--- config.mk ---
export PLATFORM = sky130hd
export DESIGN_NAME = audio_cmd_decoder
export DESIGN_NICKNAME = d
export VERILOG_FILES = /design/src/rtl/acd_pkg.sv /design/src/rtl/acd_regfile.sv /design/src/rtl/acd_att_conv.sv /design/src/rtl/acd_tone_conv.sv /design/src/rtl/audio_cmd_decoder.sv
export SDC_FILE = /design/constraint.sdc
export NUM_CORES = 1
export LEC_CHECK = 0
export BUFFER_PORTS_ARGS = -buffer_cell sky130_fd_sc_hd__buf_2
export CORE_MARGIN = 2
export CORE_UTILIZATION = 53
export CTS_CLUSTER_SIZE = 28
export DETAILED_ROUTE_END_ITERATION = 8
export PLACE_DENSITY = 0.91
export SYNTH_ARGS = -nofsm -noshare
export SYNTH_HDL_FRONTEND = slang
export SYNTH_SLANG_ARGS = --single-unit
export TNS_END_PERCENT = 20
--- constraint.sdc ---
create_clock -name clk -period 4.24 [get_ports clk]
set_clock_uncertainty 0.15 [all_clocks]
set_input_delay 1.272 -clock clk [delete_from_list [all_inputs] [get_ports clk]]
set_output_delay 1.272 -clock clk [all_outputs]
set_load 0.02 [all_outputs]
--- src/rtl/acd_pkg.sv ---
package acd_pkg;
    localparam int NUM_SPK = 4;
    localparam int VOL_W   = 6;
    localparam int SPK_W   = 5;
    localparam int SEL_W   = 3;
    localparam int GAIN_W  = 2;
    localparam int TONE_W  = 4;
    localparam int SEL_MAX = 4;

    typedef struct packed {
        logic [VOL_W-1:0]                vol;
        logic [NUM_SPK-1:0][SPK_W-1:0]   spk;
        logic [SEL_W-1:0]                sel;
        logic [GAIN_W-1:0]               gain;
        logic [TONE_W-1:0]               bass;
        logic [TONE_W-1:0]               treb;
    } settings_t;

    localparam settings_t SET_RESET = '{
        vol:  6'b111110,
        spk:  {NUM_SPK{5'b11110}},
        sel:  3'd4,
        gain: 2'b11,
        bass: 4'b1110,
        treb: 4'b1110
    };
endpackage

--- src/rtl/acd_regfile.sv ---
module acd_regfile
    import acd_pkg::*;
(
    input  logic      clk,
    input  logic      rst_n,
    input  logic      byte_valid,
    input  logic [7:0] byte_data,
    output settings_t set_o,
    output logic      err_o,
    output logic      chg_o
);
    typedef struct packed {
        settings_t set;
        logic      err;
        logic      chg;
    } state_t;

    state_t st_d, st_q;

    always_comb begin
        st_d     = st_q;
        st_d.err = 1'b0;
        if (byte_valid) begin
            casez (byte_data)
                8'b1???????: st_d.set.spk[byte_data[6:5]] = byte_data[4:0];
                8'b00??????: st_d.set.vol = byte_data[5:0];
                8'b010?????: begin
                    if (int'(byte_data[2:0]) <= SEL_MAX) begin
                        st_d.set.sel  = byte_data[2:0];
                        st_d.set.gain = byte_data[4:3];
                    end else begin
                        st_d.err = 1'b1;
                    end
                end
                8'b0110????: st_d.set.bass = byte_data[3:0];
                default:     st_d.set.treb = byte_data[3:0];
            endcase
        end
        st_d.chg = (st_d.set != st_q.set);
    end

    always_ff @(posedge clk) begin
        if (!rst_n) begin
            st_q <= '{set: SET_RESET, err: 1'b0, chg: 1'b0};
        end else begin
            st_q <= st_d;
        end
    end

    assign set_o = st_q.set;
    assign err_o = st_q.err;
    assign chg_o = st_q.chg;

    p_idle_hold_r9: assert property (@(posedge clk) disable iff (!rst_n)
        !byte_valid |=> $stable(set_o));
    p_sel_legal_r4: assert property (@(posedge clk) disable iff (!rst_n)
        int'(set_o.sel) <= SEL_MAX);
    p_err_keeps_r8: assert property (@(posedge clk) disable iff (!rst_n)
        err_o |-> $stable({set_o.sel, set_o.gain}));
    p_chg_flag_r10: assert property (@(posedge clk) disable iff (!rst_n)
        !$stable(set_o) |-> chg_o);
endmodule

--- src/rtl/acd_att_conv.sv ---
module acd_att_conv #(
    parameter int COARSE_W = 3,
    parameter int FINE_W   = 3,
    parameter int COARSE_Q = 40,
    parameter int FINE_Q   = 5,
    parameter int ATT_W    = 10
) (
    input  logic [COARSE_W+FINE_W-1:0] code_i,
    output logic [ATT_W-1:0]           att_o
);
    logic [COARSE_W-1:0] coarse;
    logic [FINE_W-1:0]   fine;

    assign coarse = code_i[COARSE_W+FINE_W-1:FINE_W];
    assign fine   = code_i[FINE_W-1:0];
    assign att_o  = ATT_W'(-(int'(coarse) * COARSE_Q + int'(fine) * FINE_Q));
endmodule

--- src/rtl/acd_tone_conv.sv ---
module acd_tone_conv #(
    parameter int STEP_Q = 8,
    parameter int ATT_W  = 10
) (
    input  logic       clk,
    input  logic       rst_n,
    input  logic [3:0] code_i,
    output logic [ATT_W-1:0] lvl_o
);
    int lvl_i;

    always_comb begin
        if (code_i[3]) lvl_i = (15 - int'(code_i)) * STEP_Q;
        else           lvl_i = (int'(code_i) - 7) * STEP_Q;
    end
    assign lvl_o = ATT_W'(lvl_i);

    p_tone_range_r6: assert property (@(posedge clk) disable iff (!rst_n)
        ($signed(lvl_o) <= 7 * STEP_Q) && ($signed(lvl_o) >= -7 * STEP_Q));
endmodule

--- src/rtl/audio_cmd_decoder.sv ---
module audio_cmd_decoder
    import acd_pkg::*;
#(
    parameter int ATT_W    = 10,
    parameter int FINE_Q   = 5,
    parameter int COARSE_Q = 40,
    parameter int TONE_Q   = 8,
    parameter int GAIN_Q   = 25
) (
    input  logic                       clk,
    input  logic                       rst_n,
    input  logic                       byte_valid,
    input  logic [7:0]                 byte_data,
    output logic [VOL_W-1:0]           vol_code,
    output logic [ATT_W-1:0]           vol_att,
    output logic [NUM_SPK*SPK_W-1:0]   spk_code,
    output logic [NUM_SPK*ATT_W-1:0]   spk_att,
    output logic [NUM_SPK-1:0]         spk_mute,
    output logic [SEL_W-1:0]           in_sel,
    output logic [GAIN_W-1:0]          gain_code,
    output logic [ATT_W-1:0]           gain_lvl,
    output logic [TONE_W-1:0]          bass_code,
    output logic [ATT_W-1:0]           bass_lvl,
    output logic [TONE_W-1:0]          treble_code,
    output logic [ATT_W-1:0]           treble_lvl,
    output logic                       sel_err,
    output logic                       changed
);
    localparam int GAIN_MAX = (1 << GAIN_W) - 1;

    settings_t set_q;

    acd_regfile u_regs (
        .clk       (clk),
        .rst_n     (rst_n),
        .byte_valid(byte_valid),
        .byte_data (byte_data),
        .set_o     (set_q),
        .err_o     (sel_err),
        .chg_o     (changed)
    );

    assign vol_code = set_q.vol;
    acd_att_conv #(.COARSE_W(3), .FINE_W(3), .COARSE_Q(COARSE_Q),
                   .FINE_Q(FINE_Q), .ATT_W(ATT_W)) u_vol (
        .code_i(set_q.vol),
        .att_o (vol_att)
    );

    for (genvar i = 0; i < NUM_SPK; i++) begin : g_spk
        logic [ATT_W-1:0] raw_att;
        acd_att_conv #(.COARSE_W(2), .FINE_W(3), .COARSE_Q(COARSE_Q),
                       .FINE_Q(FINE_Q), .ATT_W(ATT_W)) u_att (
            .code_i(set_q.spk[i]),
            .att_o (raw_att)
        );
        assign spk_code[i*SPK_W +: SPK_W] = set_q.spk[i];
        assign spk_mute[i]                = &set_q.spk[i];
        assign spk_att[i*ATT_W +: ATT_W]  = spk_mute[i] ? '0 : raw_att;

        p_mute_zero_r3: assert property (@(posedge clk) disable iff (!rst_n)
            spk_mute[i] |-> (spk_att[i*ATT_W +: ATT_W] == '0));
    end

    assign in_sel    = set_q.sel;
    assign gain_code = set_q.gain;
    assign gain_lvl  = ATT_W'((GAIN_MAX - int'(set_q.gain)) * GAIN_Q);

    assign bass_code   = set_q.bass;
    assign treble_code = set_q.treb;

    acd_tone_conv #(.STEP_Q(TONE_Q), .ATT_W(ATT_W)) u_bass (
        .clk(clk), .rst_n(rst_n), .code_i(set_q.bass), .lvl_o(bass_lvl)
    );
    acd_tone_conv #(.STEP_Q(TONE_Q), .ATT_W(ATT_W)) u_treb (
        .clk(clk), .rst_n(rst_n), .code_i(set_q.treb), .lvl_o(treble_lvl)
    );

    p_vol_range_r1: assert property (@(posedge clk) disable iff (!rst_n)
        ($signed(vol_att) <= 0) && ($signed(vol_att) >= -315));
    p_gain_range_r4: assert property (@(posedge clk) disable iff (!rst_n)
        ($signed(gain_lvl) >= 0) && ($signed(gain_lvl) <= 3 * GAIN_Q));
endmodule

* Word level (Yosys, flattened, before mapping)
Cells that the tools add are included.
** Storage, ports and cells
- Flip-flop bits (word level) :: 41
- Input bits :: 11
- Word-level logic and storage cells :: 69
** Cells by class
- Add/sub/neg operators :: 15
- Multipliers :: 11
- $lt $le $gt $ge :: 3
- Eq/ne operators :: 3
- Muxes and demuxes :: 18
- Reductions and logical operators :: 8
** Operators with widths (number)
- 10-bit 2-to-1 mux :: 6
- 10-bit adder :: 5
- 10-bit negator :: 5
- 40-bit 2-to-1 mux :: 1
- 39-bit inequality test :: 1
- 3-bit by 3-bit multiplier with 6-bit output, second input constant :: 6
- 20-bit bitwise mux :: 1
- 2-bit by 3-bit multiplier with 5-bit output, second input constant :: 4
- 20-bit 2-to-1 mux :: 1
- 5-bit AND reduction :: 4
- 5-bit 2-to-1 mux :: 3
- 5-bit demux with 2-bit select :: 1
- 4-bit by 3-bit subtractor with 5-bit output, second input constant :: 2
- 4-bit by 4-bit subtractor with 5-bit output, first input constant :: 2
- 3-bit by 6-bit multiplier with 9-bit output, second input constant :: 1
- 4-bit 2-to-1 mux :: 2
- 6-bit 2-to-1 mux :: 1
- 4-bit by 3-bit equality test with 1-bit output, second input constant :: 1
- 4-bit OR reduction :: 1
- 3-bit by 2-bit equality test with 1-bit output, second input constant :: 1
- 3-bit less-or-equal comparator, second input constant :: 1
- 2-bit by 3-bit less-than comparator with 1-bit output, second input constant :: 1
- 3-bit AND reduction :: 1
- 2-bit by 2-bit subtractor with 3-bit output, first input constant :: 1
- other kinds (4) :: 5

* Depth between registers and ports, before layout
Gate-level depths: netlist of the first run.
- Depth after elaboration :: 8
- Gate-level depth with buffers :: 12
- Mapped depth without buffers :: 12

* By module
A second synthesis of the first run with hierarchy kept.
** Unflattened totals
- Cells, all modules :: 575
- Area total of the unflattened synthesis :: 4757.1 um^2
** Modules (own cells, without submodules)
- acd_regfile :: times used 1, cells each 258, area an instance 2123.3 um^2, sequential area each 820.8 um^2
- acd_att_conv at g_spk[0].u_att ... :: times used 3, cells each 39, area an instance 306.5 um^2, sequential area each 0.0 um^2
- audio_cmd_decoder :: times used 1, cells each 67, area an instance 668.1 um^2, sequential area each 0.0 um^2
- acd_att_conv at u_vol :: times used 1, cells each 66, area an instance 541.8 um^2, sequential area each 0.0 um^2
- acd_att_conv at g_spk[3].u_att :: times used 1, cells each 39, area an instance 309.0 um^2, sequential area each 0.0 um^2
- acd_tone_conv :: times used 2, cells each 14, area an instance 97.6 um^2, sequential area each 0.0 um^2

* Least setup slack after synthesis of the first run
No wires, ideal clock.
- Path type :: register -> output
- From :: register u_regs.st_q, in the netlist u_regs.set_o[13]
- To :: output port spk_att[8]
- Arrival :: 2.659 ns
- Path slack :: 0.159 ns
- Cell stages (with the launch flop) :: 11
- Cells stage by stage :: dfxtp_1 -> ha_1 -> ha_1 -> ha_1 -> inv_1 -> ha_1 -> ha_1 -> nor2b_1 -> o21ai_0 -> nand2_1 -> a221oi_1
** On the way
- Cells in the longest elaborated chain, start to end :: 4
** RTL lines
- start: declaration :: RTL line acd_regfile.sv:18 : state_t st_d, st_q;
- start signal: assignment :: RTL line acd_regfile.sv:44 : st_q <= '{set: SET_RESET, err: 1'b0, chg: 1'b0};
- start signal: assignment :: RTL line acd_regfile.sv:46 : st_q <= st_d;
- 3-bit by 3-bit multiplier with 6-bit output :: RTL line acd_att_conv.sv:16 : assign att_o = ATT_W'(-(int'(coarse) * COARSE_Q + int'(fine) * FINE_Q));
- 10-bit adder :: RTL line acd_att_conv.sv:16
- 10-bit negator :: RTL line acd_att_conv.sv:16
- 10-bit 2-to-1 mux * :: RTL line audio_cmd_decoder.sv:59 : assign spk_att[i*ATT_W +: ATT_W] = spk_mute[i] ? '0 : raw_att;
- end: declaration :: RTL line audio_cmd_decoder.sv:17 : output logic [NUM_SPK*ATT_W-1:0] spk_att,
Mark *: on every way between the ends. The rest lies on a longest branch, timed or not.

* Worst setup path after layout of the first run
- From :: register u_regs.st_q, in the netlist u_regs.set_o[28]
- To :: output port spk_att[37]
The elaborated chain is that of the path after synthesis.

==> summary.md, run 1 <==
| Metric | Value |
|---|---|
| Status | finished, final reports clean |
| WP data required | roughly 2800 ps |
| Crit end category | primary output |
| DIE AREA | 8873 µm² |
| Drt drc | 0 |
| FFs w/ async S/R, synth | 0 |
| Die height | 94.20 µm |
| Net Switching | 481.0 µW |
| Most frequent cells in the layout | buf_2 (118), inv_1 (64), ha_1 (63) |
| Chip Width | 94.20 µm |
| Detail Placement HPWL | between 8000 and 9000 µm |
| Comb pwr share | 0.425 |
| Post-place setup slack | around 170 ps |
| Switching Fraction | 0.3918 |
| Core box area | a little under 8000 µm² |
| Largest net degree at the start of global routing | 42 |
| Vias in the first global route | 3954 |
| YS warnings | 0 |
| Hold buffer count at cts | 0 |
| Top Ports | 136 |
| Final period utilization | 0.9868 |
| Root Buffer | clkbuf_8 |
| Worst setup slack after layout | 55.79 ps |
| Startpoint Class | flip-flop |
| Fmax | 0.2390 GHz |
| Fin nets | between 700 and 800 |
| Pint | 746.5 µW |
| Yosys cell types | 47 |
| # H-tree levels | 2 |
| Area Overhead vs Synth | 25.59% |
| Vias per cell | roughly 5.6 |
| Min-delay worst type | flip-flop to flip-flop |
| IO buf count | ~130 |
| Crit Path Max Fanout | 3 |
| Share of cells above drive strength 1 | 0.2950 |
| Power per cell area | ~230 nW/µm² |
| Max-cap violations | 0 |
| Number of clock sinks | 41 |
| Post-layout min period | 4184 ps |
| RSZ-0062 raised after global routing | true |
| Setup TNS Final | 0 ps |
| Placed insts | just under 800 |
| Post-synth EDFFs | 0 |
| Register area share after synthesis | 0.1904 |
| DRT Pass-1 Iters | 6 |
| Via count | 4352 |
| Arrival @ worst endpoint | 2760 ps |
| Seq pwr share | 0.339 |
| Avg Inst Size Synth | 7.658 µm² |
| Non-Filler Instances | 780 |
| Commonest non-fill, non-tap cell in the layout | buf_2 |
| Latest clock arrival within the worst-skew pair | 310 ps |
| Final Hold Fails | 0 |
| Clk pwr share | 0.237 |
| Total global routing overflow | 0 |
| Max clock buf depth | 2 |
| N_diodes | 0 |
| Row count | 32 |
| Effective utilization at floorplan | 0.5522 |
| Slew @ Worst Pin | 703.7 ps |
| Fin util | 0.6936 |
| TritonCTS buffer count | 5 |
| Setup-failing EPs final | 0 |
| Max transition margin | 0.5309 |
| FF+latch count, synth | 41 |
| Cell area after synthesis | 4312 µm² |
| CTS tree | done |
| GRT Total Usage | 0.2523 |
| Static leakage | 2.807 nW |
| First-pass GRT wire length | between 15000 and 20000 µm |
| Post-route ant nets | 0 |
| Detailed-route wire length per cell | 15.46 µm |
| Routed WL | 12060 µm |
| Setup CP Type | flip-flop to primary output |
| Maximum VDD drop | 185.4 µV |
| Worst-path clk slew | 80 ps |
| Post-Syn Instances | 563 |
| Initial antenna violation count | 0 |
| 1st-iter DRT viols | approximately 380 |
| GPL Wtd Cong | 0.9223 |
| Fin. max-slew vios | 0 |
| Most used DFF post-synth | dfxtp_1 |
[path summary, 6_finish.rpt]
| check | from | end | slack [ps] | cells past startpoint |
|---|---|---|---|---|
| min | u_regs.set_o[33] | u_regs.set_o[33] | 360 | 2 |
| min reg2reg | u_regs.set_o[33] | u_regs.set_o[33] | 360 | 2 |
| max | u_regs.set_o[28] | spk_att[37] | 60 | 12 |
| max reg2reg | u_regs.set_o[27] | u_regs.chg_o | 2110 | 6 |
[flip-flops by register name, summed over array words and instances, names as in the netlist]
signal,count
u_regs.set_o,39
u_regs.chg_o,1
u_regs.err_o,1
[area by class of cell]
cell class	count	area, µm²
Clock buffer	7	96.34
Clock inverter	1	5.005
Fill cell	637	2392
Inverter	77	289.0
Multi-Input combinational cell	413	3322
Sequential cell	41	827.0
Tap cell	102	127.6
Timing Repair Buffer	139	748.2
[worst max-delay path, stage by stage (launching register included)]
cell and delay (ps):
dfxtp_2 340, ha_4 170, ha_4 160, ha_1 310, inv_2 70, ha_4 200, ha_4 240, o21a_1 130
o21ai_2 170, a21oi_2 70, nor2_2 140, mux2i_1 260, buf_4 180
[cells in the mapped netlist, types with 2 or more instances]
cell,count,area share
inv_1,69,0.060
nand2_1,57,0.050
inv_2,3,0.0026
clkbuf_1,15,0.013
ha_1,83,0.24
nand3_1,7,0.0081
and2_1,8,0.012
nand2b_1,2,0.0029
o32ai_1,2,0.0041
a31oi_1,6,0.0087
a22oi_1,2,0.0035
xnor2_1,18,0.037
a222oi_1,2,0.0046
mux2i_1,7,0.016
o31ai_1,2,0.0035
nor2b_1,17,0.025
buf_4,17,0.030
xor2_1,16,0.033
a21oi_1,30,0.035
o2111ai_1,2,0.0041
clkinv_1,5,0.0044
a21boi_0,5,0.0087
o22ai_1,4,0.0058
dfxtp_1,41,0.19
o21ai_0,27,0.031
o211ai_1,26,0.045
nor3_1,13,0.015
buf_2,7,0.0081
nand4_1,6,0.0087
o21a_1,12,0.021
nor2_1,32,0.028
o21bai_1,2,0.0035
a221oi_1,4,0.0081
[power groups by stage]
stage               combinational (mW)  clock [mW]  sequential, mW
global route                     0.566       0.305           0.418
finish                           0.521       0.291           0.416
global placement                 0.441           0           0.423
detailed placement               0.459           0           0.424
CTS                              0.478       0.288           0.415
floorplan                        0.325           0           0.437
[metal layers]
layer	global-route usage	share of wire	up-vias
met4	0.07488	0.028	0
li1	-	-	2132
met3	0.02809	0.071	34
met5	0	0	-
met2	0.4589	0.50	211
met1	0.3104	0.40	1975
[logic make-up after synthesis]
logic type      after synthesis  share of synthesized area
other cells                   1                  0.0008697
mux                           8                    0.01886
flops                        41                     0.1904
simple gates                143                     0.1509
xor+xnor                     34                    0.06906
compound gates              135                     0.2078
fa+ha+maj                    83                     0.2409
buf+inv                     118                     0.1213
[per-stage QoR]
stage | hold WS [ps] | cell area, µm² | total power [mW]
after global routing | 400.0 | 5415 | 1.289
final | 358.9 | 5415 | 1.228
after floorplan | 415.3 | 4345 | 0.7619
after global placement | 347.2 | 4947 | 0.8640
after CTS | 382.7 | 5166 | 1.180
after detailed placement | 373.7 | 4947 | 0.8827
[repair_timing]
action	4_1_cts	5_1_grt
setup buffers	1	2
setup endpoints to repair	8	17
pin swaps	6	19
resized for setup	21	44
No activity file was read; power rests on OpenSTA's default activity.
==> run 2: changes to the inputs <==
GPL_TIMING_DRIVEN = 0   (was not set)
HOLD_SLACK_MARGIN = 0.03   (was not set)
==> run 2 against run 1 <==
Against the previous run: highest routed layer unchanged; the flow now finishes with violations (setup timing); clock power rose by 15%; global-route usage rose by 1.0 points; combinational power rose by 3%; cell count rose by 4.5%; hold slack improved by 12 ps; final area rose by 5.0%; setup slack got worse by 120 ps; die area did not move; count of clock-buffer cells in the layout fell by 1; utilization rose by 3.5 points; maximum frequency fell by 2.8%; largest cell class unchanged; largest power group unchanged.
==> summary.md, run 2 (same netlist as run 1, synthesis figures left out) <==
| Metric | Value |
|---|---|
| RSZ-0062 raised after global routing | true |
| Pint | 795.6 µW (+6.6%) |
| Largest net degree at the start of global routing | 14 (-67%) |
| Most frequent CP cell | ha_4 |
| DRT Pass-1 Iters | 5 (-1) |
| Maximum VDD drop | 164.0 µV (-12%) |
| CTS tree | done |
| Crit-path slowest cell | dfxtp_4 |
| N_diodes | 0 (unchanged) |
| GRT Total Usage | 0.2624 (+0.01008) |
| Worst-path clk slew | 90 ps (about the same) |
| Crit end category | primary output |
| Crit-path cells | ha_4 > ha_4 > ha_1 > inv_1 > ha_4 > ha_4 > o21a_1 > o21ai_1 > a21oi_1 > nor2_1 > mux2i_1 > buf_4 |
| Total Power | 1.284 mW (+4.6%) |
| Core box area | 7807 µm² (unchanged) |
| Reg2reg setup slack | 2050 ps (-60 ps) |
| Slew @ Worst Pin | 696.4 ps (-7.337 ps) |
| 1st-iter DRT viols | 306 (-19%) |
| WP data required | 2820 ps (about the same) |
| Max clock buf depth | 2 (unchanged) |
| # H-tree levels | 2 (unchanged) |
| Static leakage | 2.936 nW (+4.6%) |
| Latest clock arrival within the worst-skew pair | 300 ps (about the same) |
| Drt drc | 0 (unchanged) |
| Post-layout min period | 4306 ps (+121.8 ps) |
| Hold buffer count at cts | 0 (unchanged) |
| Detail Placement HPWL | 9217 µm (+7.0%) |
| Startpoint Class | flip-flop |
| Most frequent cells in the layout | buf_2 (121), inv_1 (64), ha_1 (60) |
| Final period utilization | 1.016 (+0.02873) |
| Fin. max-slew vios | 0 (unchanged) |
| Initial antenna violation count | 0 (unchanged) |
| Switching Fraction | 0.3805 (-0.01129) |
| Top Ports | 136 (unchanged) |
| Seq pwr share | 0.322 (-0.017) |
| Vias in the first global route | 4234 (+7.1%) |
| Setup CP Type | flip-flop to primary output |
| Root Buffer | clkbuf_8 |
| Filler cell count | 618 (-3.0%) |
| Crit path from | u_regs.set_o[13] |
| Detailed-route wire length per cell | 15.84 µm (+2.5%) |
| Min-delay src | u_regs.set_o[33] |
| Largest register FFs | 39 (unchanged) |
| Setup-failing EPs final | 1 (+1) |
| Share of cells above drive strength 1 | 0.3184 (+0.02339) |
| First-pass GRT wire length | 19070 µm (+4.6%) |
| Fin nets | 806 (+4.5%) |
| Crit Path Max Fanout | 4 (+1) |
| Max incr delay on CP | 370 ps (+30 ps) |
| Final hold slack | 371.3 ps (+12.37 ps) |
| Vias per cell | 5.698 (+2.1%) |
| Worst setup slack after layout | -66.01 ps (-121.8 ps) |
| Row count | 32 (unchanged) |
| Multi-input gate area | 3351 µm² (+0.87%) |
| Area Overhead vs Synth | 31.92% |
| Status | finished, violations left |
| FF-to-FF Start | u_regs.set_o[27] |
| Fmax | 0.2322 GHz (-2.8%) |
| Clk pwr share | 0.262 (+0.025) |
| Power per cell area | 225.8 nW/µm² (-0.38%) |
| Effective utilization at floorplan | 0.5522 (unchanged) |
| Final Hold Fails | 0 (unchanged) |
| CP top delay family | adder cells |
| Failing checks | setup timing |
| Comb pwr share | 0.417 (-0.008) |
| Max-cap violations | 0 (unchanged) |
| IO buf count | 120 (-4.0%) |
| Arrival @ worst endpoint | 2880 ps (+120 ps) |
| Number of clock sinks | 41 (unchanged) |
| Total global routing overflow | 0 (unchanged) |
| Flip-flop and latch area | 853.3 µm² (+3.2%) |
| Buf+Inv Stages, Crit Path | 2 (unchanged) |
| GPL Wtd Cong | 0.9548 (+3.5%) |
| TritonCTS buffer count | 5 (unchanged) |
| Max transition margin | 0.5357 (+0.004892) |
| Commonest non-fill, non-tap cell in the layout | buf_2 |
| Die height | 94.20 µm (unchanged) |
| Routed WL | 12910 µm (+7.1%) |
| Min-delay worst type | flip-flop to flip-flop |
| DIE AREA | 8873 µm² (unchanged) |
| Net Switching | 488.7 µW (+1.6%) |
| Via count | 4644 (+6.7%) |
| Chip Width | 94.20 µm (unchanged) |
| Post-route ant nets | 0 (unchanged) |
## run 2: changes by cell type in the layout (fill, tap and decap cells not counted), moves of 3 or more
cell / previous run / this run
buf_2: 118 / 121
buf_4: 21 / 36
clkbuf_1: 0 / 15
dfxtp_1: 36 / 31
dfxtp_2: 5 / 2
dfxtp_4: 0 / 8
ha_1: 63 / 60
nor2b_1: 16 / 13
## run 2: timing repair
item / in CTS / in global routing
gates resized for setup: 36 / 43
setup endpoints to repair: 17 / 20
pin swaps: 5 / 20
buffers inserted: 3 / 10
## run 2: cell type report
cell class | count | share of cell area
multi-input combinational | 413 | 0.5891
sequential | 41 | 0.1500
timing repair buffer | 133 | 0.1254
inverter | 77 | 0.05081
buffer | 41 | 0.04113
tap | 102 | 0.02244
clock buffer | 6 | 0.01452
clock inverter | 2 | 0.006599
## run 2: per-layer routing
metal  vias up  track usage  wire [µm]
li1       2194            -          -
met1      2146       0.3088       5059
met2       255       0.4869       6475
met3        49      0.04254       1020
met4         0      0.07246        357
met5         -            0          0
## run 2: per-stage QoR
step / area, µm² / utilization / setup WS (ps) / TNS, ps / std cells
3_3_place_gp: 5074 / 0.6498 / 239.0 / 0 / 794
5_1_grt: 5688 / 0.7285 / -113.0 / -433.6 / 815
2_1_floorplan: 4345 / - / 159.2 / 0 / 572
6_report: 5688 / 0.7285 / -66.01 / -66.01 / 815
4_1_cts: 5369 / 0.6877 / -28.52 / -28.52 / 805
3_5_place_dp: 5074 / 0.6498 / 129.5 / 0 / 794
## run 2: final timing paths
| kind | cells after the start | endpoint |
|---|---|---|
| worst min-delay path | 2 | u_regs.set_o[33] |
| worst min register to register | 2 | u_regs.set_o[33] |
| worst max register to register | 6 | u_regs.chg_o |
| worst max-delay path | 12 | spk_att[7] |
## run 2: power by group through the flow
stage | sequential, mW | clock (mW) | combinational (mW)
after detailed placement | 0.425 | 0 | 0.471
after CTS | 0.414 | 0.331 | 0.492
after global routing | 0.415 | 0.353 | 0.577
after global placement | 0.424 | 0 | 0.452
after floorplan | 0.437 | 0 | 0.325
final | 0.413 | 0.336 | 0.535
## run 2: worst min-delay path, cell delays in order (launching register included)
cell and delay (ps):
dfxtp_2 350, nand2_1 60, a21boi_0 70
